[src/rtl/icsr_pkg.sv]
`timescale 1ns/1ps
package icsr_pkg;
  localparam int REG_W  = 16;
  localparam int N_SRC  = 3;
  localparam int B_RST  = 0;
  localparam int B_AINT = 1;
  localparam int B_HALT = 2;
  localparam int B_FLAG0 = 3;   // flag of source i at B_FLAG0 + 2*i, enable one above
  localparam int B_INIT = 9;
  localparam int B_BUSY = 10;

  localparam logic [REG_W-1:0] CTL_BITS  = 16'h0357;
  localparam logic [REG_W-1:0] FLAG_BITS = 16'h00A8;
  localparam logic [REG_W-1:0] RESET_VAL = 16'h0004;

  typedef struct packed {
    logic             ctlWr;
    logic [REG_W-1:0] ctlData;
    logic [N_SRC-1:0] setFlag;
    logic [N_SRC-1:0] clrFlag;
    logic             busySet;
    logic             busyClr;
    logic             audioClr;
  } strobe_t;
endpackage

[src/rtl/icsr_ctrl.sv]
`timescale 1ns/1ps
module icsr_ctrl
  import icsr_pkg::*;
(
  input  logic             wrEn,
  input  logic [REG_W-1:0] wrData,
  input  logic             setCop,
  input  logic             setAram,
  input  logic             setAid,
  input  logic             dmaStart,
  input  logic             dmaDone,
  input  logic             busyQ,
  output strobe_t          stb
);
  logic doneEff;
  logic [N_SRC-1:0] srcPulse;

  assign doneEff  = dmaDone & busyQ;
  assign srcPulse = {setAid, setAram | doneEff, setCop};

  always_comb begin
    stb          = '0;
    stb.ctlWr    = wrEn;
    stb.ctlData  = wrData & CTL_BITS;
    stb.setFlag  = srcPulse;
    for (int i = 0; i < N_SRC; i++) begin
      stb.clrFlag[i] = wrEn & wrData[B_FLAG0 + 2*i];
    end
    stb.busySet  = dmaStart;
    stb.busyClr  = doneEff & ~dmaStart;
    stb.audioClr = wrEn & wrData[B_RST];
  end
endmodule

[src/rtl/icsr_dp.sv]
`timescale 1ns/1ps
module icsr_dp
  import icsr_pkg::*;
(
  input  logic             clk,
  input  logic             rstN,
  input  strobe_t          stb,
  output logic [REG_W-1:0] regWord,
  output logic             busyQ,
  output logic             intQ,
  output logic             audioClrQ
);
  logic [REG_W-1:0] ctlQ;
  logic [N_SRC-1:0] flagQ;
  logic [REG_W-1:0] flagWord;

  always_ff @(posedge clk or negedge rstN) begin
    if (!rstN)          ctlQ <= RESET_VAL & CTL_BITS;
    else if (stb.ctlWr) ctlQ <= stb.ctlData;
  end

  for (genvar i = 0; i < N_SRC; i++) begin : g_flag
    always_ff @(posedge clk or negedge rstN) begin
      if (!rstN)                flagQ[i] <= 1'b0;
      else if (stb.setFlag[i])  flagQ[i] <= 1'b1;
      else if (stb.clrFlag[i])  flagQ[i] <= 1'b0;
    end
  end

  always_ff @(posedge clk or negedge rstN) begin
    if (!rstN)            busyQ <= 1'b0;
    else if (stb.busySet) busyQ <= 1'b1;
    else if (stb.busyClr) busyQ <= 1'b0;
  end

  always_comb begin
    flagWord = '0;
    for (int i = 0; i < N_SRC; i++) flagWord[B_FLAG0 + 2*i] = flagQ[i];
  end

  always_comb begin
    regWord = (ctlQ & CTL_BITS) | flagWord;
    regWord[B_BUSY] = busyQ;
  end

  always_ff @(posedge clk or negedge rstN) begin
    if (!rstN) begin
      intQ      <= 1'b0;
      audioClrQ <= 1'b0;
    end else begin
      intQ      <= |((regWord >> 1) & regWord & FLAG_BITS);
      audioClrQ <= stb.audioClr;
    end
  end
endmodule

[src/rtl/icsr_top.sv]
`timescale 1ns/1ps
module icsr_top
  import icsr_pkg::*;
#(
  parameter logic [15:0] COP_MASK = 16'h0000
) (
  input  logic        clk,
  input  logic        rstN,
  input  logic        wrEn,
  input  logic [15:0] wrData,
  input  logic        setCop,
  input  logic        setAram,
  input  logic        setAid,
  input  logic        dmaStart,
  input  logic        dmaDone,
  input  logic [15:0] copBits,
  output logic [15:0] rdData,
  output logic        intOut,
  output logic        audioDmaClr
);
  strobe_t          stb;
  logic             busyQ;
  logic [REG_W-1:0] regWord;

  icsr_ctrl ctrl_i (
    .wrEn(wrEn), .wrData(wrData), .setCop(setCop), .setAram(setAram),
    .setAid(setAid), .dmaStart(dmaStart), .dmaDone(dmaDone),
    .busyQ(busyQ), .stb(stb)
  );

  icsr_dp dp_i (
    .clk(clk), .rstN(rstN), .stb(stb), .regWord(regWord),
    .busyQ(busyQ), .intQ(intOut), .audioClrQ(audioDmaClr)
  );

  assign rdData = (regWord & ~COP_MASK) | (copBits & COP_MASK);
endmodule

[config.mk]
export PLATFORM = sky130hd
export DESIGN_NAME = icsr_top
export DESIGN_NICKNAME = d
export VERILOG_FILES = /design/src/rtl/icsr_pkg.sv /design/src/rtl/icsr_ctrl.sv /design/src/rtl/icsr_dp.sv /design/src/rtl/icsr_top.sv
export SDC_FILE = /design/constraint.sdc
export NUM_CORES = 1
export LEC_CHECK = 0
export ABC_AREA = 1
export BUFFER_PORTS_ARGS = -buffer_cell sky130_fd_sc_hd__buf_2
export CORE_ASPECT_RATIO = 1.25
export CORE_UTILIZATION = 34
export DETAILED_ROUTE_END_ITERATION = 7
export GPL_ROUTABILITY_DRIVEN = 0
export GPL_TIMING_DRIVEN = 0
export MAX_ROUTING_LAYER = met4
export PLACE_DENSITY_LB_ADDON = 0.15
export SYNTH_ARGS = -nofsm -noshare
export SYNTH_HDL_FRONTEND = slang
export SYNTH_SLANG_ARGS = --single-unit
[constraint.sdc]
create_clock -name clk -period 1.05 [get_ports clk]
set_clock_uncertainty 0.05 [all_clocks]
set_input_delay 0.315 -clock clk [delete_from_list [all_inputs] [get_ports clk]]
set_output_delay 0.315 -clock clk [all_outputs]
set_load 0.01 [all_outputs]
# [After elaboration in Yosys (flattened, before gate mapping)]
# Index checks and enable logic that the tools add are counted.
[word_totals] ff_bits=13 latch_bits=0 ramBits=0 rom_bits=0 input_bits=40 memories=0
[op_classes] n_addsub=0 multipliers=0 div=0 n_lt_le_gt_ge=0 n_eq_ne=0 shift=0 n_mux=8 bitwise=10 reduce_logical=5
[op_table] operator="10-bit by 8-bit bitwise OR with 10-bit output" n=1
[op_table] operator="8-bit AND" n=1
[op_table] operator="1-bit 2-to-1 mux" n=8
[op_table] operator="2-bit nonzero test" n=4
[op_table] operator="1-bit AND" n=6
[op_table] operator="3-bit OR reduction" n=1
[op_table] operator="1-bit inverter" n=1
[op_table] operator="1-bit bitwise OR" n=1

# [Depth between registers and ports, before layout]
[depth] word_depth=4 mapped_depth=4 ltp_nobuf=3

# [Cells and area by module]
# A second synthesis with hierarchy kept.
[unflattened] cells_unflattened=87 hier_area_um2=745.7
[modules_own_cells] module="icsr_dp" n_inst=1 cells_per_inst=54 area_each_um2=546.8 seq_area_each_um2=326.6
[modules_own_cells] module="icsr_ctrl" n_inst=1 cells_per_inst=33 area_each_um2=198.9 seq_area_each_um2=0.0

# [Least setup slack after synthesis]
# No wires, ideal clock.
[synth_timing] path_kind="register to output" start="register dp_i.ctlQ[2]" end="output port rdData[2]" arrival_ps=529 required_time_ps=685 path_slack_ps=156 stages_incl_launch_ff=1 path_buffers=0 cell_sequence="dfstp_2"
[synth_between] elab_chain_len=1
[synth_rtl] element="start, declared" line_no="icsr_dp.sv:13" rtl="logic [REG_W-1:0] ctlQ;"
[synth_rtl] element="start signal, assigned" line_no="icsr_dp.sv:18" rtl="if (!rstN) ctlQ <= RESET_VAL & CTL_BITS;"
[synth_rtl] element="start signal, assigned" line_no="icsr_dp.sv:19" rtl="else if (stb.ctlWr) ctlQ <= stb.ctlData;"
[synth_rtl] element="10-bit by 8-bit bitwise OR with 10-bit output" line_no="icsr_dp.sv:42" rtl="regWord = (ctlQ & CTL_BITS) | flagWord;"
[synth_rtl] element="end, declared" line_no="icsr_top.sv:17" rtl="output logic [15:0] rdData,"
# Every way passes these cells.

# [Worst setup path after layout]
# Ends and elaborated chain as after synthesis.

==> insert_results.sql <==
INSERT INTO impl_metrics (metric_group, metric, value, unit) VALUES
('timing', 'post_route_fraction_of_the_period_consumed_by_the_critical_path', '121', '%'),
('floorplanning', 'ios', '58', ''),
('global_route', 'grt_max_degree', '14', ''),
('worst_setup_path', 'rr_worst_depth', '4', ''),
('worst_setup_path', 'critPathSlowestCell', 'sky130_fd_sc_hd__dfstp_2', ''),
('power_and_ir_drop', 'static-leakage-power', '0.511', 'nW'),
('detailed_routing', 'routed_wirelength', '1.08', 'mm'),
('run', 'maxCapViolations', '0', ''),
('worst_setup_path', 'max_stage_delay', '540', 'ps'),
('placement', 'dpl_worst_slack', '56.9', 'ps'),
('placement', 'numPortBuffers', '29', ''),
('status', 'run_status', 'finished with violations', ''),
('global_route', 'number_of_global_route_vias_before_repair', '471', ''),
('worst_hold_path', 'min_delay_path_depth', '3', ''),
('worst_hold_path', 'hold_class', 'input pin to register', ''),
('placement', 'post-dp-hpwl', '816', 'microns'),
('synth', 'asyncSetResetFlopFracSynth', '100', '%'),
('cells_and_area', 'finish.instance_area', '882', 'sq um'),
('cells_and_area', 'fillCellCount', '177', ''),
('floorplanning', 'starting_utilization_of_the_core_area', '37.3', '%'),
('timing', 'hold_violations', '0', ''),
('synth', 'yosysSeqAreaShare', '54.6', '%'),
('global_route', 'gr-total-overflow', '0', ''),
('synth', 'post_synth_instance_area', '598', 'sq um'),
('timing', 'grt_setup_unrepaired', 'true', ''),
('cts', 'clk_pin_slew', '80', 'ps'),
('global_route', 'global_route.usage.met3', '2.74', '%'),
('worst_setup_path', 'worstPathBufferInverterCount', '1', ''),
('cells_and_area', 'finalNetCount', '147', ''),
('timing', 'fmaxAchievable', '0.788', 'GHz'),
('synth', 'synth_top_cells_by_count', '19 x sky130_fd_sc_hd__nand2_1, 12 x sky130_fd_sc_hd__dfrtp_1, 11 x sky130_fd_sc_hd__inv_1, 7 x sky130_fd_sc_hd__o21ai_2, 6 x sky130_fd_sc_hd__buf_4', ''),
('global_route', 'gr-usage-met1', '17.6', '%'),
('synth', 'synth_top_cell_area_share', '50.2', '%'),
('synth', 'yosysMostFrequentCell', 'sky130_fd_sc_hd__nand2_1', ''),
('timing', 'maxSlewViolCount', '0', ''),
('synth', 'post_synth_main_area_contributors', 'sky130_fd_sc_hd__dfrtp_1 50%, sky130_fd_sc_hd__nand2_1 12%, sky130_fd_sc_hd__o21ai_2 10%, sky130_fd_sc_hd__buf_4 7.5%, sky130_fd_sc_hd__inv_1 6.9%', ''),
('global_route', 'grt_antenna_before_repair', '0', ''),
('worst_setup_path', 'cp.depth', '1', ''),
('timing', 'worst_slack', '-218', 'ps'),
('synth', 'synth.ff_latch_count', '13', ''),
('floorplanning', 'core', '1600', 'sq um'),
('global_route', 'grt_busiest_layer', 'met2', ''),
('timing', 'finalSetupViolations', '13', ''),
('detailed_routing', 'drt_first_iter_violations', '1', ''),
('cells_and_area', 'antennaDiodeCount', '0', ''),
('cts', 'clkSinkCount', '13', ''),
('power_and_ir_drop', 'vdd.ir_drop.worst', '0.000744', 'V'),
('detailed_routing', 'drt_first_pass_iters', '2', ''),
('status', 'violated_checks', 'negative setup slack', ''),
('cells_and_area', 'fin_util', '55.1', '%'),
('synth', 'netlist-cell-type-count', '12', ''),
('detailed_routing', 'routed_via_density', '4.06', ''),
('cells_and_area', 'syn2layout_area_growth', '47.5', '%'),
('worst_setup_path', 'crit_fanout', '2', ''),
('global_route', 'globalRouteTotalUtil', '13.9', '%'),
('global_route', 'global_route.usage.met2', '21.3', '%'),
('synth', 'yosysTopAreaCell', 'sky130_fd_sc_hd__dfrtp_1', ''),
('placement', 'dpl-instance-area', '781', 'sq um'),
('timing', 'final.setup.tns', '-1370', 'ps'),
('floorplanning', 'rows', '16', ''),
('worst_setup_path', 'crit_type', 'register to output port', ''),
('global_route', 'grt_pass1_wl', '1.82', 'mm'),
('cts', 'cts.htree.levels', '1', ''),
('synth', 'synthCells', '62', ''),
('worst_setup_path', 'timing.critical_path.cells', 'buf_6', ''),
('cells_and_area', 'post_route_cells_drive_above_1_share', '51.9', '%'),
('cts', 'worst_skew_pair.late_latency', '270', 'ps'),
('floorplanning', 'floorplan.die.width', '39.5', 'microns'),
('cts', 'tritoncts', 'built', ''),
('worst_setup_path', 'arrival_worst_endpoint', '900', 'ps'),
('cts', 'clock_tree.buffer_depth', '2', '');
report_power, final:
part / total [mW] / internal [mW] / switching [mW]
sequential: 0.562 / 0.543 / 0.0189
clock: 0.298 / 0.141 / 0.158
combinational: 0.255 / 0.135 / 0.119
path summary, 6_finish.rpt:
path,startpoint,end,slack (ps)
max,dp_i.ctlQ[2]$_DFFE_PN1P_,rdData[2],-220
min,setCop,dp_i.flagQ[0]$_DFFE_PN0P_,180
max reg2reg,dp_i.flagQ[1]$_DFFE_PN0P_,dp_i.intQ$_DFF_PN0_,140
min reg2reg,dp_i.ctlQ[2]$_DFFE_PN1P_,dp_i.ctlQ[2]$_DFFE_PN1P_,420
max in group asynchronous,rstN,dp_i.ctlQ[2]$_DFFE_PN1P_,280
min in group asynchronous,rstN,dp_i.audioClrQ$_DFF_PN0_,400
through the flow:
stage,hold slack (ps),cells
final,177,124
after detailed placement,168,113
after global placement,165,113
after floorplan,-30.6,66
after CTS,170,123
after global routing,173,124
cells in the final DEF, fill, tap and decap left out, types with 3 or more instances in the layout:
master / synthesis / routed
sky130_fd_sc_hd__inv_1: 11 / 11
sky130_fd_sc_hd__buf_2: 0 / 26
sky130_fd_sc_hd__o21ai_2: 7 / 7
sky130_fd_sc_hd__dfrtp_1: 12 / 12
sky130_fd_sc_hd__conb_1: 1 / 5
sky130_fd_sc_hd__buf_4: 6 / 12
sky130_fd_sc_hd__clkbuf_4: 0 / 3
sky130_fd_sc_hd__buf_6: 1 / 4
sky130_fd_sc_hd__nand2_1: 19 / 19
per-layer routing:
| metal | share of wire (%) | routed length [microns] | up-vias |
|---|---|---|---|
| met5 | 0 | 0 | - |
| met1 | 42 | 452 | 221 |
| met2 | 52 | 555 | 17 |
| met4 | 0.74 | 8 | 0 |
| met3 | 5.6 | 60 | 2 |
| li1 | - | - | 264 |
cell families after synthesis:
family | synth area share, %
AND/OR/NAND/NOR | 12.8
buffers and inverters | 19.7
AO/OA/AOI/OAI | 12.3
flip-flops | 54.6
other | 0.627
flip-flops by register name (all words and copies together) (netlist names):
name            count
dp_i.audioClrQ      1
dp_i.intQ           1
dp_i.ctlQ           7
dp_i.busyQ          1
dp_i.flagQ          3
timing repair:
| item | in CTS | in global routing |
|---|---|---|
| gates resized for setup | 2 | 1 |
| pin swaps | 0 | 0 |
| hold endpoints to repair | 12 | 0 |
| setup endpoints to repair | 13 | 13 |
| hold buffers | 1 | 0 |
| buffers inserted | 6 | 1 |
cell type report:
| cell class | count | area, sq um | share of cell area, % |
|---|---|---|---|
| clock buffer | 3 | 22.5 | 2.55 |
| buffer | 7 | 68.8 | 7.80 |
| sequential | 13 | 327 | 37.0 |
| timing repair buffer | 37 | 226 | 25.7 |
| clock inverter | 1 | 5.00 | 0.567 |
| multi-input combinational | 34 | 169 | 19.1 |
| tap | 18 | 22.5 | 2.55 |
| inverter | 11 | 41.3 | 4.68 |
(Power assumes the default switching activity.)
